File: src/rtl/exc_pkg.sv
package exc_pkg;

    typedef enum logic [1:0] {
        FK_NONE  = 2'd0,
        FK_UNDEF = 2'd1,
        FK_OVF   = 2'd2
    } fault_kind_e;

    localparam int unsigned CODE_UNDEF = 0;
    localparam int unsigned CODE_OVF   = 1;

    function automatic int unsigned kind_to_code(fault_kind_e k);
        return (k == FK_OVF) ? CODE_OVF : CODE_UNDEF;
    endfunction

endpackage

File: src/rtl/exc_fault_arbiter.sv
module exc_fault_arbiter
    import exc_pkg::*;
(
    input  logic        undef_i,
    input  logic        ovf_i,
    input  logic        exec_last_i,
    output logic        take_o,
    output fault_kind_e kind_o
);

    logic ovf_qual;

    always_comb begin
        ovf_qual = ovf_i & exec_last_i;
        take_o   = undef_i | ovf_qual;
        // undecoded instruction cannot overflow: it wins
        if (undef_i)       kind_o = FK_UNDEF;
        else if (ovf_qual) kind_o = FK_OVF;
        else               kind_o = FK_NONE;
    end

endmodule

File: src/rtl/exc_state_regs.sv
module exc_state_regs
    import exc_pkg::*;
#(
    parameter int unsigned XLEN    = 32,
    parameter int unsigned CAUSE_W = 4,
    parameter int unsigned PC_STEP = 4
) (
    input  logic               clk_i,
    input  logic               rst_ni,
    input  logic               epc_we_i,
    input  logic               cause_we_i,
    input  fault_kind_e        cause_sel_i,
    input  logic [XLEN-1:0]    pc_i,
    output logic [XLEN-1:0]    epc_o,
    output logic [CAUSE_W-1:0] cause_o
);

    localparam logic [XLEN-1:0] STEP = XLEN'(PC_STEP);

    typedef struct packed {
        logic [XLEN-1:0]    epc;
        logic [CAUSE_W-1:0] cause;
    } state_t;

    state_t st_d, st_q;

    always_comb begin
        st_d = st_q;
        if (epc_we_i)   st_d.epc   = pc_i - STEP;
        if (cause_we_i) st_d.cause = CAUSE_W'(kind_to_code(cause_sel_i));
    end

    always_ff @(posedge clk_i) begin
        if (!rst_ni) st_q <= '0;
        else         st_q <= st_d;
    end

    assign epc_o   = st_q.epc;
    assign cause_o = st_q.cause;

    AST_EPC_CAPTURE: assert property (@(posedge clk_i) disable iff (!rst_ni)
        epc_we_i |=> (epc_o == $past(pc_i) - STEP));
    AST_STATE_HOLD: assert property (@(posedge clk_i) disable iff (!rst_ni)
        (!epc_we_i && !cause_we_i) |=> ($stable(epc_o) && $stable(cause_o)));

endmodule

File: src/rtl/exc_wb_ctrl.sv
module exc_wb_ctrl (
    input  logic clk_i,
    input  logic rst_ni,
    input  logic fault_i,
    input  logic we_req_i,
    output logic we_o,
    output logic redirect_o
);

    typedef struct packed {
        logic squash;
        logic redirect;
    } ctl_t;

    ctl_t ctl_d, ctl_q;

    always_comb begin
        ctl_d.squash   = fault_i;
        ctl_d.redirect = fault_i;
    end

    always_ff @(posedge clk_i) begin
        if (!rst_ni) ctl_q <= '0;
        else         ctl_q <= ctl_d;
    end

    assign we_o       = we_req_i & ~fault_i & ~ctl_q.squash;
    assign redirect_o = ctl_q.redirect;

    AST_WB_BLOCK_NOW: assert property (@(posedge clk_i) disable iff (!rst_ni)
        fault_i |-> !we_o);
    AST_WB_BLOCK_NEXT: assert property (@(posedge clk_i) disable iff (!rst_ni)
        fault_i |=> !we_o);
    AST_SEL_PULSE: assert property (@(posedge clk_i) disable iff (!rst_ni)
        fault_i |=> redirect_o);
    AST_SEL_DROP: assert property (@(posedge clk_i) disable iff (!rst_ni)
        !fault_i |=> !redirect_o);

endmodule

File: src/rtl/exc_capture_unit.sv
module exc_capture_unit
    import exc_pkg::*;
#(
    parameter int unsigned     XLEN         = 32,
    parameter int unsigned     CAUSE_W      = 4,
    parameter logic [XLEN-1:0] HANDLER_ADDR = 32'h8000_0180
) (
    input  logic               clk_i,
    input  logic               rst_ni,
    input  logic [XLEN-1:0]    pc_i,
    input  logic               undef_op_i,
    input  logic               alu_ovf_i,
    input  logic               arith_exec_last_i,
    input  logic               rf_we_req_i,
    output logic               rf_we_o,
    output logic [XLEN-1:0]    epc_o,
    output logic [CAUSE_W-1:0] cause_o,
    output logic               pc_handler_sel_o,
    output logic [XLEN-1:0]    handler_addr_o
);

    logic        take;
    fault_kind_e kind;

    exc_fault_arbiter u_arb (
        .undef_i     (undef_op_i),
        .ovf_i       (alu_ovf_i),
        .exec_last_i (arith_exec_last_i),
        .take_o      (take),
        .kind_o      (kind)
    );

    exc_state_regs #(
        .XLEN    (XLEN),
        .CAUSE_W (CAUSE_W),
        .PC_STEP (4)
    ) u_regs (
        .clk_i       (clk_i),
        .rst_ni      (rst_ni),
        .epc_we_i    (take),
        .cause_we_i  (take),
        .cause_sel_i (kind),
        .pc_i        (pc_i),
        .epc_o       (epc_o),
        .cause_o     (cause_o)
    );

    exc_wb_ctrl u_wb (
        .clk_i      (clk_i),
        .rst_ni     (rst_ni),
        .fault_i    (take),
        .we_req_i   (rf_we_req_i),
        .we_o       (rf_we_o),
        .redirect_o (pc_handler_sel_o)
    );

    assign handler_addr_o = HANDLER_ADDR;

    AST_CAUSE_UNDEF: assert property (@(posedge clk_i) disable iff (!rst_ni)
        undef_op_i |=> (cause_o == CAUSE_W'(CODE_UNDEF)));
    AST_CAUSE_OVF: assert property (@(posedge clk_i) disable iff (!rst_ni)
        (alu_ovf_i && arith_exec_last_i && !undef_op_i) |=> (cause_o == CAUSE_W'(CODE_OVF)));
    AST_STRAY_OVF: assert property (@(posedge clk_i) disable iff (!rst_ni)
        (!undef_op_i && !arith_exec_last_i) |=> (!pc_handler_sel_o && $stable(epc_o)));

endmodule

File: config.mk
export PLATFORM = sky130hd
export DESIGN_NAME = exc_capture_unit
export DESIGN_NICKNAME = d
export VERILOG_FILES = /design/src/rtl/exc_pkg.sv /design/src/rtl/exc_fault_arbiter.sv /design/src/rtl/exc_state_regs.sv /design/src/rtl/exc_wb_ctrl.sv /design/src/rtl/exc_capture_unit.sv
export SDC_FILE = /design/constraint.sdc
export NUM_CORES = 1
export LEC_CHECK = 0
export ABC_CLOCK_PERIOD_IN_PS = 2900
export CORE_ASPECT_RATIO = 1.5
export CORE_MARGIN = 1
export CORE_UTILIZATION = 40
export DETAILED_ROUTE_END_ITERATION = 12
export PLACE_DENSITY = 0.91
export REMOVE_ABC_BUFFERS = 1
export SLEW_MARGIN = 20
export SYNTH_ARGS = -nofsm -noshare
export SYNTH_HDL_FRONTEND = slang
export SYNTH_SLANG_ARGS = --single-unit
File: constraint.sdc
create_clock -name clk_i -period 2.9 [get_ports clk_i]
set_input_delay 0.725 -clock clk_i [delete_from_list [all_inputs] [get_ports clk_i]]
set_output_delay 0.725 -clock clk_i [all_outputs]
set_load 0.03 [all_outputs]
==> results_dict.tcl <==
set metrics [dict create \
    holdPathEnd "u_regs.epc_o[1]" \
    initial_core_util_pct 42.19 \
    start_kind "input port" \
    synth_area_per_cell_um2 8.087 \
    setup_viol 0 \
    hold_path_class "reg -> reg" \
    drc 0 \
    antenna_found_initial 0 \
    drtIter0Drc 108 \
    ctsRootBufferMaster "clkbuf_8" \
    worstSetupPathType "in -> reg" \
    core-area_um2 4926 \
    cp.required_ps 3120 \
    yosys.area.top_type "dfxtp_1" \
    rows 31 \
    wirelength_mm 5.116 \
    synth_cells 257 \
    die_w_um 60.86 \
    worstSkewPairLatency_ps 280 \
    first_pass_iters 5 \
    cp.arrival_ps 2820 \
    tightest_slew_ps 519.4 \
    fin_crit_sh_pct 89.69 \
    worstHoldStart "u_regs.epc_o[1]" \
    diodes 0 \
    hold_viol 0 \
    ys_top_cells_by_count "buf_4, dfxtp_1, o21ai_0, nand2_1, nor2_1" \
    path_max_fanout 9 \
    yosysUniqueCellTypes 39 \
    fin_total_pwr_mw 1.278 \
    relSlewSlack_pct 65.37 \
    grt_max_degree 61 \
    status "completed" \
    reg2reg_slack_ps 2170 \
    io_buffers 72 \
    syn_to_final_growth_pct 38.95 \
    cts_sinks 34 \
    grt-ovfl-total 0 \
    htreeDepth 2 \
    drive_gt1_share_pct 8.929 \
    io-pin-count 108 \
    p_per_area_nw_per_um2 442.6 \
    ant_nets 0 \
    cap_viol_max_count 0 \
    cts_buffer_depth 2 \
    ys_seq_area_share_pct 32.75 \
    async_flop_share_pct 0 \
    max_freq_mhz 384.5 \
    vias 2127 \
    numCtsBuffers 5 \
    nets 374 \
    fill_cells 445 \
    synth.yosys.warnings 0 \
    grt_pass1_vias 1840 \
    grt_use_total_pct 18.14 \
    place_hpwl_mm 3.829 \
    clkSlewWorstSetupHoldPaths_ps 70 \
    holdBufCountCts 0 \
    finalMaxSlewViolations 0 \
    yosys.cell_count.top_type "buf_4" \
    post_cts_buffers 0 \
    p_leak_nw 1.053 \
    cts_resized 0 \
    synthTopCellsByArea "dfxtp_1, buf_4, o21ai_0" \
    peakVddDrop_mv 0.2211 \
    ys.flop_type "dfxtp_1" \
    wl_per_cell_um 12.73 \
    syn_area_um2 2078 \
    crit_path_end_kind "flip-flop" \
    rsz0062_at_grt "false" \
    min_period_ps 2601 \
    synth_top_area_share_pct 32.75 \
    r2r-start "u_regs.epc_o[8]" \
    dieArea_um2 5494 \
    cts_tree "yes" \
    ys_seq_elements 34 \
    hold_depth 2 \
    timing.rr.end "u_regs.epc_o[8]" \
    grt_pass1_wl_mm 7.693 \
    dieHeight_um 90.28 \
    synth-edff-count 0 \
    r2r_cells 2 \
    drt-vias-per-instance 5.291 \
    holdWs_ps 449.4 \
    routabilityCongestion 0.8298 \
    skew_ps 0 \
]
==> state kept, by name, summed over array words and instances (netlist names) <==
register	count
u_regs.cause_o	1
u_wb.redirect_o	1
u_regs.epc_o	32
==> cell usage in the layout (no fill, tap or decap), types with 2 or more instances in the layout <==
| cell | instances |
|---|---|
| clkbuf_8 | 6 |
| nor4_1 | 6 |
| nand3_1 | 7 |
| buf_4 | 15 |
| a211oi_1 | 5 |
| a311oi_1 | 2 |
| a32oi_1 | 2 |
| nor3_1 | 9 |
| xnor2_1 | 4 |
| or3_1 | 4 |
| or4_1 | 9 |
| a31oi_1 | 12 |
| a21oi_1 | 12 |
| nand2_1 | 14 |
| o21ai_0 | 24 |
| nor4_4 | 2 |
| nand4b_1 | 3 |
| conb_1 | 35 |
| clkdlybuf4s50_1 | 71 |
| nor2_1 | 14 |
| o31ai_1 | 10 |
| nand3b_1 | 2 |
| dfxtp_1 | 34 |
| xor2_1 | 7 |
| inv_1 | 5 |
| nand4_1 | 5 |
| nand2b_1 | 2 |
==> critical path, stage by stage <==
cell and delay, ps:
clkdlybuf4s50_1 430, inv_1 90, ha_1 210, nor4b_2 290, nand3_1 320, or4_1 590, a31oi_1 170
==> metal layers <==
layer	vias up	part of all wire (%)	global-route usage [%]
met2	99	51	32.33
li1	1038	-	-
met4	0	1.5	6.439
met5	-	0	0
met3	10	7.8	5.301
met1	980	39	19.29
==> layout make-up <==
cell class                      count  area (um^2)  area share [%]
Clock inverter                      1        5.005          0.1733
Timing Repair Buffer               86        823.3           28.51
Tap cell                           66        82.58           2.860
Multi-Input combinational cell    203         1191           41.25
Sequential cell                    34        680.7           23.57
Inverter                            5        18.77          0.6499
Clock buffer                        7        86.33           2.990
==> report_power, final <==
part / leakage (nW) / switching, mW / internal, mW
Clock: 0.0482 / 0.170 / 0.191
Combinational: 0.722 / 0.241 / 0.152
Sequential: 0.283 / 0.0183 / 0.505
Total: 1.05 / 0.430 / 0.848
==> worst max-delay path by stage <==
stage                    from               end  slack (ps)  cells past startpoint
floorplan           alu_ovf_i           rf_we_o         -30                      2
global placement      pc_i[2]  u_regs.epc_o[20]         110                      7
detailed placement    pc_i[2]  u_regs.epc_o[24]          30                      7
CTS                   pc_i[2]  u_regs.epc_o[24]         320                      7
global route          pc_i[3]  u_regs.epc_o[24]         190                      7
finish                pc_i[3]  u_regs.epc_o[22]         300                      7
==> cells by family after synthesis <==
group	Yosys count	synth area share (%)
other	2	0.3614
flip-flops	34	32.75
adder cells (fa/ha/maj)	1	0.6020
AO/OA/AOI/OAI	70	20.59
buffers and inverters	53	15.89
AND/OR/NAND/NOR	86	25.17
XOR/XNOR	11	4.636
==> per-stage QoR <==
step	util, %	setup TNS [ps]	instances	instance area (um^2)	setup WS (ps)
global route	58.62	0	402	2888	193.9
finish	58.62	0	402	2888	299.1
global placement	56.77	0	394	2796	111.2
CTS	58.62	0	402	2888	315.6
detailed placement	56.77	0	394	2796	29.02
floorplan	-	-32.53	242	1891	-32.53
No activity file was read; power rests on OpenSTA's default activity.
